### src/rtl/strip_fe_pkg.sv
// Package: strip_fe_pkg
// Shared types of the strip hit detection input stage.
// Assumes: the criterion code is two bits wide and its values are fixed
// by the chip's configuration format.
package strip_fe_pkg;

    // Hit selection criteria over a three-sample window.
    typedef enum logic [1:0] {
        CRIT_ANY   = 2'b00,
        CRIT_LEVEL = 2'b01,
        CRIT_EDGE  = 2'b10,
        CRIT_OFF   = 2'b11
    } crit_e;

    // Criterion loaded by reset.
    localparam crit_e CRIT_RESET = CRIT_LEVEL;

    // Decide one channel's hit from its window (oldest, middle, newest).
    function automatic logic crit_eval(input crit_e crit,
                                       input logic  s_old,
                                       input logic  s_mid,
                                       input logic  s_new);
        logic r;
        case (crit)
            CRIT_ANY:   r = s_old | s_mid | s_new;
            CRIT_LEVEL: r = s_mid;
            CRIT_EDGE:  r = ~s_old & s_mid;
            default:    r = 1'b0;
        endcase
        return r;
    endfunction

endpackage

### src/rtl/strip_cfg_regs.sv
// Module: strip_cfg_regs
// Holds the shared mask / test-pattern bank and the criterion register.
// The bank is split into NUM_CH/WORD_W words, each written as a whole.
// Assumes: NUM_CH is a multiple of WORD_W and NUM_CH/WORD_W >= 2.
module strip_cfg_regs
    import strip_fe_pkg::*;
#(
    parameter int NUM_CH = 256,
    parameter int WORD_W = 32,
    localparam int NUM_WORDS = NUM_CH / WORD_W,
    localparam int ADDR_W = $clog2(NUM_WORDS)
) (
    input  logic              clk,
    input  logic              rst_n,
    input  logic              wr_en,
    input  logic [ADDR_W-1:0] wr_addr,
    input  logic [WORD_W-1:0] wr_data,
    input  logic              mode_wr_en,
    input  logic [1:0]        mode_wr_data,
    output logic [NUM_CH-1:0] bank_q,
    output crit_e             crit_q
);

    // One register word per bank slice, each with its own address decode.
    for (genvar w = 0; w < NUM_WORDS; w++) begin : g_word
        logic hit_word;
        assign hit_word = wr_en && (wr_addr == ADDR_W'(w));

        // Load this word when the write address selects it.
        always_ff @(posedge clk) begin
            if (!rst_n) begin
                bank_q[w*WORD_W +: WORD_W] <= '0;
            end else if (hit_word) begin
                bank_q[w*WORD_W +: WORD_W] <= wr_data;
            end
        end
    end

    // Criterion register: reset to level, loaded by the mode strobe.
    always_ff @(posedge clk) begin
        if (!rst_n) begin
            crit_q <= CRIT_RESET;
        end else if (mode_wr_en) begin
            crit_q <= crit_e'(mode_wr_data);
        end
    end

endmodule

### src/rtl/strip_sample_hist.sv
// Module: strip_sample_hist
// Captures the discriminator bits each crossing and keeps a three-deep
// history per channel. In test use, a set bank bit replaces the
// discriminator bit with a 1 before capture.
// Assumes: disc_in is already synchronous to clk.
module strip_sample_hist #(
    parameter int NUM_CH = 256
) (
    input  logic              clk,
    input  logic              rst_n,
    input  logic [NUM_CH-1:0] disc_in,
    input  logic [NUM_CH-1:0] bank_q,
    input  logic              test_sel,
    output logic [NUM_CH-1:0] hist_old,
    output logic [NUM_CH-1:0] hist_mid,
    output logic [NUM_CH-1:0] hist_new
);

    logic [NUM_CH-1:0] sample_d;

    // Per channel: inject a 1 where the bank asks for it in test use.
    for (genvar c = 0; c < NUM_CH; c++) begin : g_inj
        assign sample_d[c] = disc_in[c] | (test_sel & bank_q[c]);
    end

    // Shift the three-sample window by one crossing.
    always_ff @(posedge clk) begin
        if (!rst_n) begin
            hist_old <= '0;
            hist_mid <= '0;
            hist_new <= '0;
        end else begin
            hist_old <= hist_mid;
            hist_mid <= hist_new;
            hist_new <= sample_d;
        end
    end

endmodule

### src/rtl/strip_hit_select.sv
// Module: strip_hit_select
// Applies the selected criterion to every channel's window, gates the
// result with the mask when the bank is in mask use, and registers the
// hit vector.
// Assumes: crit_q and bank_q are stable register outputs.
module strip_hit_select
    import strip_fe_pkg::*;
#(
    parameter int NUM_CH = 256
) (
    input  logic              clk,
    input  logic              rst_n,
    input  crit_e             crit_q,
    input  logic [NUM_CH-1:0] hist_old,
    input  logic [NUM_CH-1:0] hist_mid,
    input  logic [NUM_CH-1:0] hist_new,
    input  logic [NUM_CH-1:0] bank_q,
    input  logic              test_sel,
    output logic [NUM_CH-1:0] hit_out
);

    logic [NUM_CH-1:0] hit_d;

    // Per channel: criterion decision, then mask gate in mask use.
    for (genvar c = 0; c < NUM_CH; c++) begin : g_ch
        logic raw_hit;
        assign raw_hit  = crit_eval(crit_q, hist_old[c], hist_mid[c], hist_new[c]);
        assign hit_d[c] = raw_hit & ~(bank_q[c] & ~test_sel);
    end

    // Register the hit vector once per crossing.
    always_ff @(posedge clk) begin
        if (!rst_n) begin
            hit_out <= '0;
        end else begin
            hit_out <= hit_d;
        end
    end

endmodule

### src/rtl/strip_hit_frontend.sv
// Module: strip_hit_frontend
// Top of the strip hit detection input stage: configuration bank,
// sample history and hit selection.
// Assumes: one clock domain (beam-crossing clock), synchronous reset.
module strip_hit_frontend
    import strip_fe_pkg::*;
#(
    parameter int NUM_CH = 256,
    parameter int WORD_W = 32,
    localparam int NUM_WORDS = NUM_CH / WORD_W,
    localparam int ADDR_W = $clog2(NUM_WORDS)
) (
    input  logic              clk,
    input  logic              rst_n,
    input  logic [NUM_CH-1:0] disc_in,
    input  logic              test_sel,
    input  logic              wr_en,
    input  logic [ADDR_W-1:0] wr_addr,
    input  logic [WORD_W-1:0] wr_data,
    input  logic              mode_wr_en,
    input  logic [1:0]        mode_wr_data,
    output logic [NUM_CH-1:0] hit_out
);

    logic [NUM_CH-1:0] bank_q;
    crit_e             crit_q;
    logic [NUM_CH-1:0] hist_old;
    logic [NUM_CH-1:0] hist_mid;
    logic [NUM_CH-1:0] hist_new;

    strip_cfg_regs #(
        .NUM_CH (NUM_CH),
        .WORD_W (WORD_W)
    ) cfg_i (
        .clk          (clk),
        .rst_n        (rst_n),
        .wr_en        (wr_en),
        .wr_addr      (wr_addr),
        .wr_data      (wr_data),
        .mode_wr_en   (mode_wr_en),
        .mode_wr_data (mode_wr_data),
        .bank_q       (bank_q),
        .crit_q       (crit_q)
    );

    strip_sample_hist #(
        .NUM_CH (NUM_CH)
    ) hist_i (
        .clk      (clk),
        .rst_n    (rst_n),
        .disc_in  (disc_in),
        .bank_q   (bank_q),
        .test_sel (test_sel),
        .hist_old (hist_old),
        .hist_mid (hist_mid),
        .hist_new (hist_new)
    );

    strip_hit_select #(
        .NUM_CH (NUM_CH)
    ) sel_i (
        .clk      (clk),
        .rst_n    (rst_n),
        .crit_q   (crit_q),
        .hist_old (hist_old),
        .hist_mid (hist_mid),
        .hist_new (hist_new),
        .bank_q   (bank_q),
        .test_sel (test_sel),
        .hit_out  (hit_out)
    );

endmodule

### config.mk
export PLATFORM = sky130hd
export DESIGN_NAME = strip_hit_frontend
export DESIGN_NICKNAME = d
export VERILOG_FILES = /design/src/rtl/strip_fe_pkg.sv /design/src/rtl/strip_cfg_regs.sv /design/src/rtl/strip_sample_hist.sv /design/src/rtl/strip_hit_select.sv /design/src/rtl/strip_hit_frontend.sv
export SDC_FILE = /design/constraint.sdc
export NUM_CORES = 2
export LEC_CHECK = 0
export ABC_AREA = 1
export CORE_ASPECT_RATIO = 1.25
export CORE_UTILIZATION = 42
export DETAILED_ROUTE_END_ITERATION = 8
export PLACE_DENSITY = 0.73
export SYNTH_ARGS = -nofsm -noshare
export SYNTH_HDL_FRONTEND = slang
export SYNTH_SLANG_ARGS = --single-unit
export TNS_END_PERCENT = 50
### constraint.sdc
create_clock -name clk -period 1.27 [get_ports clk]
set_input_delay 0.254 -clock clk [delete_from_list [all_inputs] [get_ports clk]]
set_output_delay 0.254 -clock clk [all_outputs]
set_load 0.05 [all_outputs]
==> metrics.log <==
INFO  metric drt-vias-per-instance = 4.79
INFO  metric final_layout_size_suffix_gt1_share = 14.5%
INFO  metric worst_slew_margin_rel = 64.9%
INFO  metric worst_hold_path_type = in2reg
INFO  metric totalWireLength = 156,000 microns
INFO  metric synthAdderAreaFrac = 0%
INFO  metric avgSynthCellArea = 7.12 sq um
INFO  metric cts.path.max_buffers = 3
INFO  metric placed_cell_area = 58,300 sq um
INFO  metric fin_nets = 7,434
INFO  metric synth_seq_area_share = 55.1%
INFO  metric grt_max_degree = 93
INFO  metric final.setup_skew = 0.0222 ns
INFO  metric die_area = 112,000 sq um
INFO  metric route.detailed.drc = 0
INFO  metric synthToLayoutAreaGrowth = 36.7%
INFO  metric timing.final.setup_violations = 510
INFO  metric maxCapViolations = 0
INFO  metric number_of_iterations_in_the_first_detailed_routing_pass = 6
INFO  metric floorplan.initialDensity = 42.4%
INFO  metric syn-cell-area = 46,600 sq um
INFO  metric achievable-frequency = 648 MHz
INFO  metric vias = 41,700
INFO  metric clock-root-buffer = clkbuf_16
INFO  metric path_clk_slew = 0.07 ns
INFO  metric worst_hold_slack = 0.0657 ns
INFO  metric setup_ws = -0.274 ns
INFO  metric grt_pass1_wl = 226,000 microns
INFO  metric total_power = 91.8 mW
INFO  metric place_inst = 8,439
INFO  metric stdcell_count = 8,702
INFO  metric routabilityCongestion = 0.866
INFO  metric violations = negative setup slack
INFO  metric critPathArrivalTime = 2.19 ns
INFO  metric die-width = 300 microns
INFO  metric synth.ff_latch_count = 1,282
INFO  metric post_drt_wl_per_cell = 17.9 microns
INFO  metric detailed_place_hpwl = 104,000 microns
INFO  metric io-pin-count = 554
INFO  metric place.port_buffers = 553
INFO  metric synth_nets = 6,840
INFO  metric crit_path_start_kind = register
INFO  metric power-per-cell-area = 1440 nW/um^2
INFO  metric rsz0062_at_grt = yes
INFO  metric clkSinkCount = 1,282
INFO  metric hold_viol = 0
INFO  metric gr-usage-all-layers = 26.4%
INFO  metric final_core_utilization = 58.0%
INFO  metric cts_buffers = 120
INFO  metric grt_antenna_before_repair = 19
INFO  metric post_synth_inst_count = 6,542
INFO  metric post-route-cell-area = 63,700 sq um
INFO  metric run_status = complete, but fails checks
INFO  metric source_to_sink_clock_delay_at_the_later_pin_of_the_worst_skew_pair = 0.73 ns
INFO  metric yosys.area_share.xor_xnor = 0%
INFO  metric antenna_violating_nets_left = 0
INFO  metric globalRouteMet1Util = 30.9%
INFO  metric crit_path_max_fanout = 17
INFO  metric power.ir.vdd_worst = 1240 uV
INFO  metric tightest_slew = 0.526 ns
INFO  metric critPathCaptureType = register
INFO  metric p_leak = 33.5 nW
INFO  metric initialDrtViolationCount = 3,041
INFO  metric num_rows = 136
INFO  metric grt_overflow_total = 0
INFO  metric synth_warnings = 0
INFO  metric synth_compound_gate_area_share = 5.51%
INFO  metric drv_slew = 0
INFO  metric ff2ff_setup_slack = -0.27 ns
INFO  metric critical_path_class = reg2reg
INFO  metric tritoncts_clock_tree = done
INFO  metric grt-busiest-layer = met2
INFO  metric layout_min_cycle_time = 1.54 ns
INFO  metric die_height = 374 microns
INFO  metric first_global_vias = 39,000
INFO  metric ctsHtreeMaxLevel = 3
INFO  metric post_synth_num_cell_types = 15
INFO  metric grt.met2_usage = 44.0%
INFO  metric worst-endpoint-required = 1.91 ns
INFO  metric fp.coreArea = 110,000 sq um
INFO  metric finalCritPeriodShare = 122%
INFO  metric groute.layer.met3.usage = 4.64%
INFO  metric simple_gate_area_share_of_the_yosys_netlist = 27.7%
INFO  metric synthMuxAreaShare = 0%
INFO  metric synth_top_family_by_area = simple AND/OR/NAND/NOR gates
## critical path, stage by stage (launching register included)
cell,delay [ns]
dfxtp_4,0.37
nor2_4,0.28
buf_4,0.23
clkbuf_16,0.22
o21ai_0,0.10
nand2_1,0.07
nand2_1,0.05
inv_1,0.13
## synth_stat cells (all sizes together)
cell       n  share of area (%)
nand3    225                2.4
inv     1065                8.6
clkbuf    90               0.72
o21ai    257                2.8
buf      238                2.5
dfxtp   1282                 55
a21oi    256                2.7
nor2    1039                8.4
nand2   2090                 17
## sequential cells by signal, indices dropped and copies added (netlist names)
signal           cells
hist_i.hist_old    256
cfg_i.bank_q       256
hist_i.hist_mid    256
sel_i.hit_out      256
cfg_i.crit_q         2
hist_i.hist_new    256
## final timing paths
check,start,end,cells after the start
min,test_sel,sel_i.hit_out[5],7
min reg2reg,hist_i.hist_new[218],hist_i.hist_mid[218],2
max reg2reg,cfg_i.crit_q[1],sel_i.hit_out[95],7
max,cfg_i.crit_q[1],sel_i.hit_out[95],7
## cell families (layout without fill, tap and decap cells)
group                  count (synthesis)  count (layout)
AND/OR/NAND/NOR                     3354            3354
buffers and inverters               1393            2088
other                                  0              16
AO/OA/AOI/OAI                        513             513
flip-flops                          1282            1282
## cell type report
cell class | count | area [sq um]
Fill cell | 9418 | 46200
Sequential cell | 1282 | 26100
Multi-Input combinational cell | 3867 | 15700
Timing Repair Buffer | 800 | 12000
Inverter | 1065 | 4010
Clock buffer | 174 | 3590
Tap cell | 1449 | 1810
Clock inverter | 49 | 604
Antenna cell | 16 | 40.0
## repair_timing
action	4_1_cts	5_1_grt
resized for setup	363	102
pin swaps	7	41
endpoints found under the setup margin	494	522
setup buffers	0	5
hold buffers	1	0
hold endpoints to repair	19	0
cloned	0	18
## where the power goes
group / internal [mW] / switching [mW]
combinational: 4.72 / 6.15
sequential: 41.9 / 1.17
clock: 22.0 / 15.8
total: 68.7 / 23.2
## metal layers
| layer | routed length, microns | vias to the layer above | share of wire (%) |
|---|---|---|---|
| li1 | - | 20400 | - |
| met1 | 59100 | 19200 | 38 |
| met2 | 74700 | 1632 | 48 |
| met3 | 11700 | 442 | 7.5 |
| met4 | 10600 | 14 | 6.8 |
| met5 | 85 | - | 0.054 |
## placed cells by master, fill, tap and decap left out, drive strengths merged
master	synthesis	layout
clkinvlp	0	7
nand3	225	225
clkbuf	90	192
buf	238	486
dfxtp	1282	1282
nor2	1039	1039
a21oi	256	256
dlygate4sd3	0	1
clkinv	0	26
clkdlybuf4s50	0	295
diode	0	16
nand2	2090	2090
inv	1065	1069
bufinv	0	12
o21ai	257	257
## metrics by stage
step | setup slack (ns) | setup TNS (ns)
2_1_floorplan | 0.0147 | 0
3_5_place_dp | -0.696 | -166.92
3_3_place_gp | -0.634 | -151.06
5_1_grt | -0.297 | -106.50
4_1_cts | -0.310 | -68.54
6_report | -0.274 | -83.45
No activity file was read; power rests on OpenSTA's default activity.
